[src/rtl/mdio_cmd_pkg.sv]
package mdio_cmd_pkg;
  localparam int FRAME_LEN = 64;
  localparam int TA_POS    = 46;
  localparam int DATA_POS  = 48;
  localparam logic [1:0] OP_READ = 2'b10;

  function automatic logic cmd_is_read(input logic [1:0] op);
    return op == OP_READ;
  endfunction

  function automatic logic [FRAME_LEN-1:0] mdio_build_frame(
      input logic [1:0] op, input logic [4:0] phy,
      input logic [4:0] rg, input logic [15:0] dat);
    return {32'hFFFF_FFFF, 2'b01, op, phy, rg, 2'b10, dat};
  endfunction
endpackage

[src/rtl/mdio_clk_gen.sv]
module mdio_clk_gen #(
  parameter int MDC_HALF = 2
) (
  input  logic clk,
  input  logic rst_n,
  input  logic run,
  output logic mdc,
  output logic rise_stb,
  output logic fall_stb
);
  localparam int CW = (MDC_HALF > 1) ? $clog2(MDC_HALF) : 1;

  logic [CW-1:0] cnt;
  logic          tick;

  assign tick     = run && (cnt == CW'(MDC_HALF - 1));
  assign rise_stb = tick && !mdc;
  assign fall_stb = tick && mdc;

  always_ff @(posedge clk or negedge rst_n) begin
    if (!rst_n) begin
      cnt <= '0;
      mdc <= 1'b0;
    end else if (!run) begin
      cnt <= '0;
      mdc <= 1'b0;
    end else if (tick) begin
      cnt <= '0;
      mdc <= ~mdc;
    end else begin
      cnt <= cnt + 1'b1;
    end
  end


  mdc_rise_chk: assert property (@(posedge clk) disable iff (!rst_n)
    rise_stb |=> mdc);

  mdc_fall_chk: assert property (@(posedge clk) disable iff (!rst_n)
    fall_stb |=> !mdc);
endmodule

[src/rtl/mdio_frame_shift.sv]
module mdio_frame_shift
  import mdio_cmd_pkg::*;
(
  input  logic                 clk,
  input  logic                 rst_n,
  input  logic                 start,
  input  logic [FRAME_LEN-1:0] frame_in,
  input  logic                 rd_in,
  input  logic                 rise,
  input  logic                 fall,
  input  logic                 mdio_in,
  output logic                 active,
  output logic                 mdio_out,
  output logic                 mdio_oe,
  output logic [15:0]          rx_data,
  output logic                 done
);
  logic [FRAME_LEN-1:0] sr;
  logic [5:0]           bitcnt;
  logic                 rd_q;

  assign done     = active && fall && (bitcnt == 6'(FRAME_LEN - 1));
  assign mdio_oe  = active && !(rd_q && (bitcnt >= 6'(TA_POS)));
  assign mdio_out = mdio_oe ? sr[FRAME_LEN-1] : 1'b0;

  always_ff @(posedge clk or negedge rst_n) begin
    if (!rst_n) begin
      sr      <= '0;
      bitcnt  <= '0;
      rd_q    <= 1'b0;
      active  <= 1'b0;
      rx_data <= '0;
    end else if (start) begin
      sr     <= frame_in;
      bitcnt <= '0;
      rd_q   <= rd_in;
      active <= 1'b1;
    end else if (active) begin
      if (rise && (bitcnt >= 6'(DATA_POS)))
        rx_data <= {rx_data[14:0], mdio_in};
      if (fall) begin
        if (done) begin
          active <= 1'b0;
        end else begin
          bitcnt <= bitcnt + 1'b1;
          sr     <= {sr[FRAME_LEN-2:0], 1'b0};
        end
      end
    end
  end


  mdio_edge_chk: assert property (@(posedge clk) disable iff (!rst_n)
    (active && $past(active) && !$stable(mdio_out)) |-> $past(fall));

  start_load_chk: assert property (@(posedge clk) disable iff (!rst_n)
    start |=> (active && bitcnt == 6'd0));
endmodule

[src/rtl/mdio_cmd_engine.sv]
module mdio_cmd_engine
  import mdio_cmd_pkg::*;
#(
  parameter int MDC_HALF = 2
) (
  input  logic        clk,
  input  logic        rst_n,
  input  logic        wr_en,
  input  logic [31:0] wr_data,
  output logic [31:0] rd_data,
  output logic        ready_o,
  output logic        mdc,
  output logic        mdio_out,
  output logic        mdio_oe,
  input  logic        mdio_in
);
  logic [1:0]  op_q;
  logic [4:0]  phy_q, reg_q;
  logic [15:0] dat_q;
  logic        ready_q;
  logic        start_w, done_w, busy_w, rise_w, fall_w;
  logic [15:0] rx_w;
  logic [2:0]  unused_hi_bits;

  assign unused_hi_bits = wr_data[31:29];
  assign start_w = wr_en && ready_q;
  assign rd_data = {3'b000, ready_q, op_q, phy_q, reg_q, dat_q};
  assign ready_o = ready_q;

  mdio_clk_gen #(.MDC_HALF(MDC_HALF)) u_clk (
    .clk(clk), .rst_n(rst_n), .run(busy_w),
    .mdc(mdc), .rise_stb(rise_w), .fall_stb(fall_w)
  );

  mdio_frame_shift u_shift (
    .clk(clk), .rst_n(rst_n), .start(start_w),
    .frame_in(mdio_build_frame(wr_data[27:26], wr_data[25:21],
                               wr_data[20:16], wr_data[15:0])),
    .rd_in(cmd_is_read(wr_data[27:26])),
    .rise(rise_w), .fall(fall_w), .mdio_in(mdio_in),
    .active(busy_w), .mdio_out(mdio_out), .mdio_oe(mdio_oe),
    .rx_data(rx_w), .done(done_w)
  );

  always_ff @(posedge clk or negedge rst_n) begin
    if (!rst_n) begin
      op_q    <= '0;
      phy_q   <= '0;
      reg_q   <= '0;
      dat_q   <= '0;
      ready_q <= 1'b1;
    end else if (start_w) begin
      op_q    <= wr_data[27:26];
      phy_q   <= wr_data[25:21];
      reg_q   <= wr_data[20:16];
      dat_q   <= wr_data[15:0];
      ready_q <= 1'b0;
    end else if (done_w) begin
      ready_q <= 1'b1;
      if (cmd_is_read(op_q)) dat_q <= rx_w;
    end
  end


  ready_done_chk: assert property (@(posedge clk) disable iff (!rst_n)
    done_w |=> ready_q);

  start_busy_chk: assert property (@(posedge clk) disable iff (!rst_n)
    start_w |=> (!ready_q && busy_w));

  busy_write_ignored_chk: assert property (@(posedge clk) disable iff (!rst_n)
    (wr_en && !ready_q && !done_w) |=> $stable({op_q, phy_q, reg_q, dat_q}));

  idle_ready_chk: assert property (@(posedge clk) disable iff (!rst_n)
    !busy_w |-> ready_q);
endmodule

[config.mk]
export PLATFORM = sky130hd
export DESIGN_NAME = mdio_cmd_engine
export DESIGN_NICKNAME = d
export VERILOG_FILES = /design/src/rtl/mdio_cmd_pkg.sv /design/src/rtl/mdio_clk_gen.sv /design/src/rtl/mdio_frame_shift.sv /design/src/rtl/mdio_cmd_engine.sv
export SDC_FILE = /design/constraint.sdc
export NUM_CORES = 1
export LEC_CHECK = 0
export ABC_AREA = 1
export CAP_MARGIN = 20
export CORE_ASPECT_RATIO = 1.5
export CORE_MARGIN = 4
export CORE_UTILIZATION = 40
export CTS_BUF_LIST = sky130_fd_sc_hd__clkbuf_8 sky130_fd_sc_hd__clkbuf_16
export DETAILED_ROUTE_END_ITERATION = 12
export PLACE_DENSITY = 0.69
export REMOVE_ABC_BUFFERS = 1
export SYNTH_ARGS = -nofsm -noshare
export SYNTH_HDL_FRONTEND = slang
export SYNTH_SLANG_ARGS = --single-unit
[constraint.sdc]
create_clock -name clk -period 1.5 [get_ports clk]
set_input_delay 0.45 -clock clk [delete_from_list [all_inputs] [get_ports clk]]
set_output_delay 0.45 -clock clk [all_outputs]
set_load 0.005 [all_outputs]
Word-level counts from Yosys, hierarchy flattened
Cells that the tools add are included.
{"block": "classes", "add_sub_neg": 2, "n_lt_le_gt_ge": 2, "n_eq_ne": 5, "n_mux": 22, "bitwise": 2, "reduce_logical": 18}
{"cell": "$mux 64", "n": 4}
{"cell": "$mux 16", "n": 3}
{"cell": "$mux 6", "n": 4}
{"cell": "$ge 6x6->1 const B", "n": 2}
{"cell": "$mux 1", "n": 11}
{"cell": "$logic_and 1x1->1", "n": 9}
{"cell": "$reduce_bool 2->1", "n": 4}
{"cell": "$add 6x1->6 const B", "n": 1}
{"cell": "$eq 6x6->1 const B", "n": 1}
{"cell": "$reduce_and 3->1", "n": 2}
{"cell": "$eq 2x2->1 const B", "n": 2}
{"cell": "$ne 2x2->1 const B", "n": 2}
{"cell": "$logic_not 1->1", "n": 2}
{"cell": "$not 1->1", "n": 2}
{"cell": "$reduce_and 2->1", "n": 1}
{"cell": "$add 1x1->1 const B", "n": 1}
{"block": "totals", "register_bits": 119, "input_bits": 36, "out_inout_bits": 36, "elab_cells": 63}

Depth between registers and ports, before layout
Gate-level depths: netlist of run 1.
{"block": "logic_depth", "ltp_word": 8, "depth_mapped": 8, "ltp_nobuf": 7}

Modules after synthesis
From an unflattened synthesis of run 1, not the netlist that was laid out.
{"block": "unflattened", "hier_cells": 738, "area_unflattened_um2": 6007.0}
{"mod": "mdio_frame_shift", "n_inst": 1, "cells_per_inst": 541, "area_each_um2": 4455.5, "seq_area_each_um2": 2202.1}
{"mod": "mdio_cmd_engine", "n_inst": 1, "cells_per_inst": 185, "area_each_um2": 1461.4, "seq_area_each_um2": 726.9}
{"mod": "mdio_clk_gen", "n_inst": 1, "cells_per_inst": 12, "area_each_um2": 90.1, "seq_area_each_um2": 50.0}

Worst setup path before layout of run 1
Ideal clock, no wire load.
{"block": "synth_path", "path_kind": "reg2reg", "from": "register u_shift.bitcnt[1]", "to": "register u_shift.bitcnt[2]", "arrival_ns": 1.376, "required_ns": 1.434, "setup_slack_ns": 0.057, "path_stages_with_launch": 8, "n_path_buf": 1, "synth_period_minus_slack_ns": 1.443, "cell_sequence": "dfrtp_1 ha_1 nand3_2 nor2_4 nor2_1 buf_2 nand4_1 nand2_1"}
{"block": "synth_between", "elab_chain_cells": 5, "word_cells_on_any_way": 9, "cone_classes": "add/sub: 1; eq/ne: 2; mux: 4; reduce/logical: 2"}
{"element": "from (decl)", "line_no": "mdio_frame_shift.sv:19", "text": "logic [5:0] bitcnt;"}
{"element": "from (signal assigned)", "line_no": "mdio_frame_shift.sv:45", "text": "bitcnt <= bitcnt + 1'b1;"}
{"element": "$add 6x1->6", "line_no": "mdio_frame_shift.sv:45"}
{"element": "$mux 6", "line_no": "mdio_frame_shift.sv:42", "text": "if (done) begin"}
{"element": "$mux 6", "line_no": "mdio_frame_shift.sv:41", "text": "if (fall) begin"}
{"element": "$mux 6", "line_no": "mdio_frame_shift.sv:38", "text": "end else if (active) begin"}
{"element": "$mux 6", "line_no": "mdio_frame_shift.sv:33", "text": "end else if (start) begin"}
Several ways; a longest one is shown, not always the timed one. The select of a mux whose other input is x is not followed.
A chain may end at the register's enable or synchronous reset.

Final worst setup path of run 1
{"block": "layout_path", "from": "register u_shift.bitcnt[0]", "to": "register u_shift.bitcnt[3]"}
Same word-level chain as after synthesis.

==> out/qor.txt, run 1 <==
Routed Antenna Nets = 0
Core Rows = 50
Num CTS Buffers = 17
Placed Cells = 848
mean routed wirelength per cell = 14.6 um
max_cap viols = 0
Vias = 4503
Crit. End Element = flop
critical path type = reg2reg
fin crit share = 130%
Post-Synthesis Cells = 623
CTS tree = built
GR Util All Layers = 18.8%
ys flop type = dfrtp_1
clk root buf = clkbuf_16
critical path capture point = u_shift.bitcnt[3]
first-pass GRT wire length = 22300 um
Tot Pwr = 11.0 mW
number of global-route vias before repair = 4653
Clock Latency Late Sink = 0.41 ns
Worst-path clk slew = 0.05 ns
# DRC = 0
violations in the final reports = setup timing
post-DP HPWL = 8170 um
Post-synth EDFFs = 0
setup clock skew after layout = 0.00647 ns
Final Max Tran Viols = 0
top-area cell type share of the netlist area = 56.6%
top post-synthesis cells by count = nand2_1 (249), dfrtp_1 (118), o21ai_0 (46)
die area = 15000 um^2
Overflow after GRT = 0
final net count = 775
Yosys reg bits = 119
P_leak = 3.66 nW
Layout area overhead = 38.6%
antenna violations before repair = 0
die height = 148 um
Worst Hold Class = reg2reg
sequential area share after synthesis = 57.1%
Port Buffers = 64
1st-iter DRT viols = 344
RR Startpoint = u_shift.bitcnt[0]
asr flop ratio synth = 100%
cell area power density = 1520 nW/um^2
reg2reg path depth = 13
CP startpoint kind = flop
required time of the critical path = 1.84 ns
Critical Path AT = 2.29 ns
Placer Congestion = 0.794
clk buf depth = 2
Synth cell types = 27
Final WS setup = -0.447 ns
layout cells sized above 1 = 16.7%
syn avg cell area = 8.38 um^2
YS warnings = 0
Worst VDD drop = 0.963 mV
RSZ-0062 raised after global routing = true
final-report setup violation count = 91
status = finished with violations
most numerous cell in the Yosys netlist = nand2_1
fin crit period = 1.95 ns
area leader, netlist = dfrtp_1
main area contributors after synthesis = dfrtp_1 (57%), nand2_1 (18%), o21ai_0 (4.4%), nand3_1 (4.3%), a21oi_1 (4.0%)
Worst Setup SP = u_shift.bitcnt[0]
R2R setup slack = -0.45 ns
Final Routed Wirelength = 13300 um
CTS Sinks = 119
reg-to-reg endpoint = u_shift.bitcnt[3]
largest net degree at the start of global routing = 38
core area = 12600 um^2
Placed Area = 6280 um^2
Setup WS pre-CTS = -0.448 ns
Initial Utilization = 41.3%
non-filler cells, final = 906
Max Clk Rate = 0.514 GHz
final instance area = 7240 um^2
n_diodes = 0
IO Pins = 72
H-tree levels = 4
Max FO, Critical Path = 3
Initial DRT Pass Iterations = 5
Die Wd = 101 um
routed vias/inst = 4.97
synthesized area = 5220 um^2
Fin. Hold Viols = 0
## logic make-up (layout without fill, tap and decap cells)
family	Yosys count	count (layout)	synth area share, %
AOI/OAI and AO/OA	94	94	9.37
adders and majority gates	2	2	0.479
buffers and inverters	81	206	7.40
DFF	119	119	57.1
other	1	3	0.0718
and+or+nand+nor	326	326	25.6
## worst max-delay path, cell delays in order, from the launching register on
cell	delay [ns]
dfrtp_1	0.39
inv_2	0.07
buf_4	0.13
buf_4	0.13
buf_4	0.12
buf_4	0.11
buf_4	0.12
buf_4	0.12
buf_4	0.13
buf_4	0.13
buf_6	0.11
o21bai_1	0.13
nand4_1	0.12
nand2_1	0.08
## flip-flops by register name, indices dropped and copies added, names as in the netlist
name and flops:
reg_q 5, u_shift.sr 64, phy_q 5, u_shift.rd_q 1
u_clk.mdc 1, u_clk.cnt 1, op_q 2, ready_o 1
u_shift.bitcnt 6, dat_q 16, u_shift.active 1, u_shift.rx_data 16
## where the power goes
part	leakage [nW]	total [mW]	switching, mW	internal (mW)
clock network	0.295	4.25	1.47	2.78
registers	1.48	4.55	0.481	4.06
logic	1.88	2.18	1.07	1.11
## layout make-up
cell class	count	area, um^2
multi-input cells	425	1930
repair inverters	2	22.5
well taps	156	195
fillers	1067	5400
clock buffers	17	425
flip-flops and latches	119	2980
inverters	43	180
clock inverters	15	204
repair buffers	129	1300
## per-stage QoR
| stage | hold WS (ns) | util (%) | setup TNS, ns |
|---|---|---|---|
| 5_1_grt | 0.486 | 57.3 | -30.53 |
| 4_1_cts | 0.471 | 57.1 | -14.92 |
| 6_report | 0.471 | 57.3 | -23.04 |
| 3_5_place_dp | 0.401 | 49.7 | -29.16 |
| 3_3_place_gp | 0.393 | 49.7 | -26.35 |
| 2_1_floorplan | 0.154 | - | -139.62 |
## what timing repair did
action	in CTS	in global routing
hold buffers	1	0
setup buffers	23	0
pin swaps	6	5
gates cloned	4	0
endpoints found under the hold margin	21	0
resized for setup	96	8
setup endpoints to repair	119	97
## placed cells by master, fill, tap and decap left out, types with 17 or more instances in the layout
master and count:
nor2_1 19, nand2_1 249, o21ai_0 43, nand3_1 44, clkdlybuf4s15_1 26, buf_4 48
a21oi_1 42, inv_1 39, dfrtp_1 118, clkdlybuf4s50_1 30, clkbuf_16 17
## worst min-delay path by stage
stage          depth (start not counted)      startpoint        endpoint  slack [ns]
2_1_floorplan                          0           rst_n        dat_q[0]        0.15
3_3_place_gp                           1           rst_n        phy_q[1]        0.39
3_5_place_dp                           1           rst_n        phy_q[2]        0.40
4_1_cts                                1       u_clk.cnt       u_clk.cnt        0.47
5_1_grt                                2  u_shift.sr[45]  u_shift.sr[45]        0.49
6_report                               2  u_shift.sr[45]  u_shift.sr[45]        0.47
## routing by layer
layer  vias to the layer above  part of all wire (%)  global-route usage, %
met5                         -                     0                      0
met4                         0                   2.2                   7.72
met3                        27                   3.7                   3.68
met2                       111                    55                   33.3
met1                      2172                    39                   21.6
li1                       2193                     -                      -
No activity file was read; power rests on OpenSTA's default activity.
==> run 2, diff against run 1 <==
CORE_UTILIZATION = 29   (was 40)
PLACE_DENSITY = 0.54   (was 0.69)
==> run 2 against run 1 <==
Net effect: the flow still finishes with violations (setup timing); non-clock buffer count up 16; utilization down 7.5 points; sequential cell count unchanged; count of clock-buffer cells in the layout up 3; largest cell class unchanged.
==> out/qor.txt, run 2 (synthesis gave the netlist of run 1 again) <==
status = finished with violations
violations in the final reports = setup timing
P_leak = 4.13 nW
Placer Congestion = 0.759
Initial Utilization = 29.8%
fin crit share = 129%
final core utilization = 49.8%
Initial DRT Pass Iterations = 4
routed vias/inst = 4.87
Post-CTS Hold Buffers = 0
required time of the critical path = 1.05 ns
fin crit period = 1.93 ns
Worst VDD drop = 0.745 mV
Core Rows = 59
flip-flop count of the largest register after layout = 64
clk root buf = clkbuf_16
final instance area = 8720 um^2
Clock Latency Late Sink = 0.41 ns
critical path type = reg2out
Top Registers = u_shift.sr x64, dat_q x16, u_shift.rx_data x16
Num CTS Buffers = 17
DRT met1 WL = 6970 um
Critical Path AT = 1.48 ns
Fin. Hold Viols = 0
Final Routed Wirelength = 17500 um
mean routed wirelength per cell = 17.8 um
Top reg by flops = u_shift.sr
die height = 172 um
Port Buffers = 64
Max Clk Rate = 0.518 GHz
Die Wd = 118 um
n_diodes = 0
core area = 17500 um^2
# DRC = 0
post-DP HPWL = 8340 um
Buf+Inv Stages, Crit Path = 1
Layout area overhead = 67.0%
Worst Hold Class = in2async
commonest non-fill, non-tap cells in the layout = nand2_1 (163), dfrtp_1 (118), nand2_2 (50), inv_1 (40), buf_4 (38)
H-tree levels = 4
die area = 20300 um^2
layout cells sized above 1 = 42.0%
critical path, cell by cell = ha_4 -> nor2_4 -> o21ai_2 -> nand3_1 -> nand2_1 -> nor2_1 -> buf_2
CTS tree = built
antenna violations before repair = 0
max_cap viols = 0
IO Pins = 72
largest net degree at the start of global routing = 55
RSZ-0062 raised after global routing = true
Critical Path Max Stage Delay = 0.41 ns
Routed Antenna Nets = 0
cell area power density = 1420 nW/um^2
setup clock skew after layout = 0.00753 ns
crit-path leading delay family = flip-flops
most common cell after layout, fill and taps aside = nand2_1
Crit. End Element = output port
number of global-route vias before repair = 4915
CTS Sinks = 119
Vias = 4794
Layout fillers = 1498
1st-iter DRT viols = 326
Routed met3 length = 693 um
GR Util All Layers = 16.1%
CP startpoint kind = flop
Max Used Layer = met4
first-pass GRT wire length = 25900 um
Final WS setup = -0.431 ns
final net count = 796
Placed Area = 6310 um^2
Worst-path clk slew = 0.05 ns
met2 WL = 9360 um
clk buf depth = 2
final-report setup violation count = 91
Max FO, Critical Path = 2
Overflow after GRT = 0
slowest CP cell = dfrtp_1
Final Max Tran Viols = 0
## run 2: final cells by class
cell class                      count  area (um^2)  area share (%)
Sequential cell                   119         2980            34.2
Multi-Input combinational cell    425         2810            32.2
Timing Repair Buffer              145         1670            19.1
Clock buffer                       20          467            5.35
Tap cell                          213          267            3.06
Clock inverter                     12          198            2.27
Inverter                           43          195            2.24
Timing Repair inverter              7          135            1.55
## run 2: worst paths after layout
check,from,end,slack (ns),cells past startpoint
worst max-delay path,u_shift.bitcnt[1],mdio_out,-0.43,7
worst min-delay path,rst_n,u_shift.sr[63],0.03,2
worst max register to register,u_shift.bitcnt[1],u_shift.sr[13],-0.38,11
worst min register to register,phy_q[4],phy_q[4],0.48,2
max in group asynchronous,rst_n,u_shift.sr[46],1.18,2
min in group clk,phy_q[4],phy_q[4],0.48,2
## run 2: metrics by stage
step	setup WS [ns]	hold WS [ns]	setup TNS [ns]	cells	power, mW
final	-0.431	0.0311	-26.19	984	12.3
after global routing	-0.550	0.0474	-32.18	984	13.0
after CTS	-0.495	0.0385	-31.83	974	11.6
after detailed placement	-0.471	0.458	-37.25	905	6.54
after global placement	-0.435	0.454	-35.07	905	6.45
after floorplan	-1.45	0.154	-139.62	587	5.50
## run 2: routing by layer
metal / GRT usage (%) / vias to the layer above
li1: - / 2234
met1: 19.1 / 2400
met2: 28.9 / 128
met3: 3.37 / 32
met4: 6.63 / 0
met5: 0 / -
## run 2: timing repair
action	CTS	global route
endpoints found under the setup margin	116	107
gates cloned	14	5
pin swaps	28	48
resized for setup	220	183
setup buffers	23	8
## run 2: report_power, final
group / switching (mW) / internal [mW] / total [mW]
clock network: 1.51 / 3.08 / 4.58
logic: 1.38 / 1.46 / 2.84
registers: 0.850 / 4.07 / 4.92
total: 3.73 / 8.60 / 12.3
==> run 3, diff against run 2 <==
--- a/config.mk
+++ b/config.mk
@@ -16,2 +16,3 @@
 export REMOVE_ABC_BUFFERS = 1
+export SKIP_CTS_REPAIR_TIMING = 1
 export SYNTH_ARGS = -nofsm -noshare
--- a/constraint.sdc
+++ b/constraint.sdc
@@ -3,2 +3,2 @@
 set_output_delay 0.45 -clock clk [all_outputs]
-set_load 0.005 [all_outputs]
+set_load 0.05 [all_outputs]
==> run 3 against run 2 <==
Net effect: setup slack got worse by 0.17 ns; critical path depth did not move; sequential cell count did not move; sequential power fell by 5.5%; global-route usage fell by 3.1 points; non-clock buffer count fell by 30; first-iteration DRC count fell by 32%; count of clock-buffer cells in the layout fell by 2; the flow still finishes with violations (setup timing); combinational power rose by 12%; wire length fell by 22%; via count fell by 9.2%; critical endpoint unchanged; power rose by 0.12%.
==> out/qor.txt, run 3 (synthesis gave the netlist of run 1 again) <==
status = finished with violations
violations in the final reports = setup timing
GR Util met1 = 15.2%
first-pass GRT wire length = 21400 um
CP startpoint kind = flop
antenna violations before repair = 0
Placer Congestion = 0.733
non-filler cells, final = 948
Routed Antenna Nets = 0
final instance area = 7660 um^2
most common cell after layout, fill and taps aside = nand2_1
RR Startpoint = u_shift.bitcnt[1]
n_diodes = 0
Top Registers = u_shift.sr x64, dat_q x16, u_shift.rx_data x16
Worst Hold Class = reg2reg
Top reg by flops = u_shift.sr
Initial DRT Pass Iterations = 5
Fin. Hold Viols = 0
slowest CP cell = dfrtp_1
HP Start = u_clk.cnt
crit-path leading delay family = simple AND/OR/NAND/NOR gates
fin crit share = 140%
Layout area overhead = 46.8%
H-tree levels = 4
Worst VDD drop = 0.992 mV
final-report setup violation count = 93
Crit. End Element = output port
1st-iter DRT viols = 223
Buf+Inv Stages, Crit Path = 1
Max Clk Rate = 0.475 GHz
Num CTS Buffers = 17
Port Buffers = 64
GR met3 Demand/Resource = 4.19%
die area = 20300 um^2
CTS Sinks = 119
Final Max Tran Viols = 0
P_leak = 3.76 nW
Critical Path Max Stage Delay = 0.42 ns
Vias = 4355
IO Pins = 72
fin crit period = 2.10 ns
R2R setup slack = -0.33 ns
final net count = 760
Final Routed Wirelength = 13700 um
clk buf depth = 2
critical path, cell by cell = ha_4 -> nor2_4 -> o21ai_2 -> nand3_1 -> nand2_2 -> nor2_4 -> buf_12
Clock Latency Late Sink = 0.41 ns
flip-flop count of the largest register after layout = 64
Hold Path Sink = u_clk.cnt
Max FO, Critical Path = 3
Placed Area = 6650 um^2
met2 Use GR = 22.9%
RSZ-0062 raised after global routing = true
GR peak layer = met2
CTS tree = built
Final WS setup = -0.604 ns
Setup TNS = -23.57 ns
die height = 172 um
Overflow after GRT = 0
layout cells sized above 1 = 19.6%
Critical Path AT = 1.65 ns
Hold Path Stages = 1
routed vias/inst = 4.59
final core utilization = 43.8%
max_cap viols = 0
Initial Utilization = 29.8%
reg2reg path depth = 10
clk root buf = clkbuf_16
reg-to-reg endpoint = u_shift.sr[20]
GR Util All Layers = 13.0%
largest net degree at the start of global routing = 53
commonest non-fill, non-tap cells in the layout = nand2_1 (248), dfrtp_1 (117), buf_12 (47), nand3_1 (45), o21ai_0 (44)
Fin Hold WS = 0.462 ns
Die Wd = 118 um
Worst-path clk slew = 0.06 ns
setup clock skew after layout = 0.0110 ns
# DRC = 0
mean routed wirelength per cell = 14.4 um
Core Rows = 59
Placed Cells = 902
post-DP HPWL = 8450 um
required time of the critical path = 1.05 ns
cell area power density = 1610 nW/um^2
core area = 17500 um^2
critical path type = reg2out
number of global-route vias before repair = 4488
most frequent cell on the critical path = nor2_4
-- run 3: power by group --
group	internal, mW	total, mW	switching (mW)
logic	1.48	3.18	1.70
clock network	3.01	4.52	1.51
registers	4.07	4.65	0.585
total	8.55	12.3	3.80
-- run 3: how the worst max path moves through the flow --
| stage | from | slack (ns) | depth (start not counted) | to |
|---|---|---|---|---|
| after global routing | u_shift.bitcnt[1] | -0.69 | 7 | mdio_out |
| after floorplan | ready_o | -1.91 | 6 | u_shift.sr[1] |
| after global placement | wr_en | -0.43 | 7 | dat_q[6] |
| after CTS | u_shift.bitcnt[0] | -0.71 | 8 | mdio_out |
| final | u_shift.bitcnt[1] | -0.60 | 7 | mdio_out |
| after detailed placement | wr_en | -0.41 | 7 | dat_q[6] |
-- run 3: cell type report --
| cell class | instances | area, um^2 |
|---|---|---|
| inverter | 43 | 190 |
| clock buffer | 18 | 439 |
| tap | 213 | 267 |
| timing repair buffer | 115 | 1590 |
| multi-input combinational | 425 | 1940 |
| clock inverter | 14 | 221 |
| sequential | 119 | 2980 |
| fill | 1636 | 9830 |
| timing repair inverter | 1 | 30.0 |
-- run 3: per-layer routing --
metal	part of all wire [%]	wire length, um
met1	42	5680
met5	0	0
met4	1.5	205
met2	53	7220
met3	4.0	549
-- run 3: worst reg2reg max path, delay by kind of cell, from the launching register on --
kind,cells,cell delay (ns)
buf+inv,4,0.60
flops,1,0.42
simple gates,4,0.35
fa+ha+maj,1,0.19
compound gates,1,0.15
-- run 3: metrics by stage --
stage	worst slack, ns	total power, mW
after floorplan	-1.91	6.16
after global placement	-0.433	7.63
after detailed placement	-0.407	7.73
after CTS	-0.706	12.3
after global routing	-0.689	13.0
final	-0.604	12.3
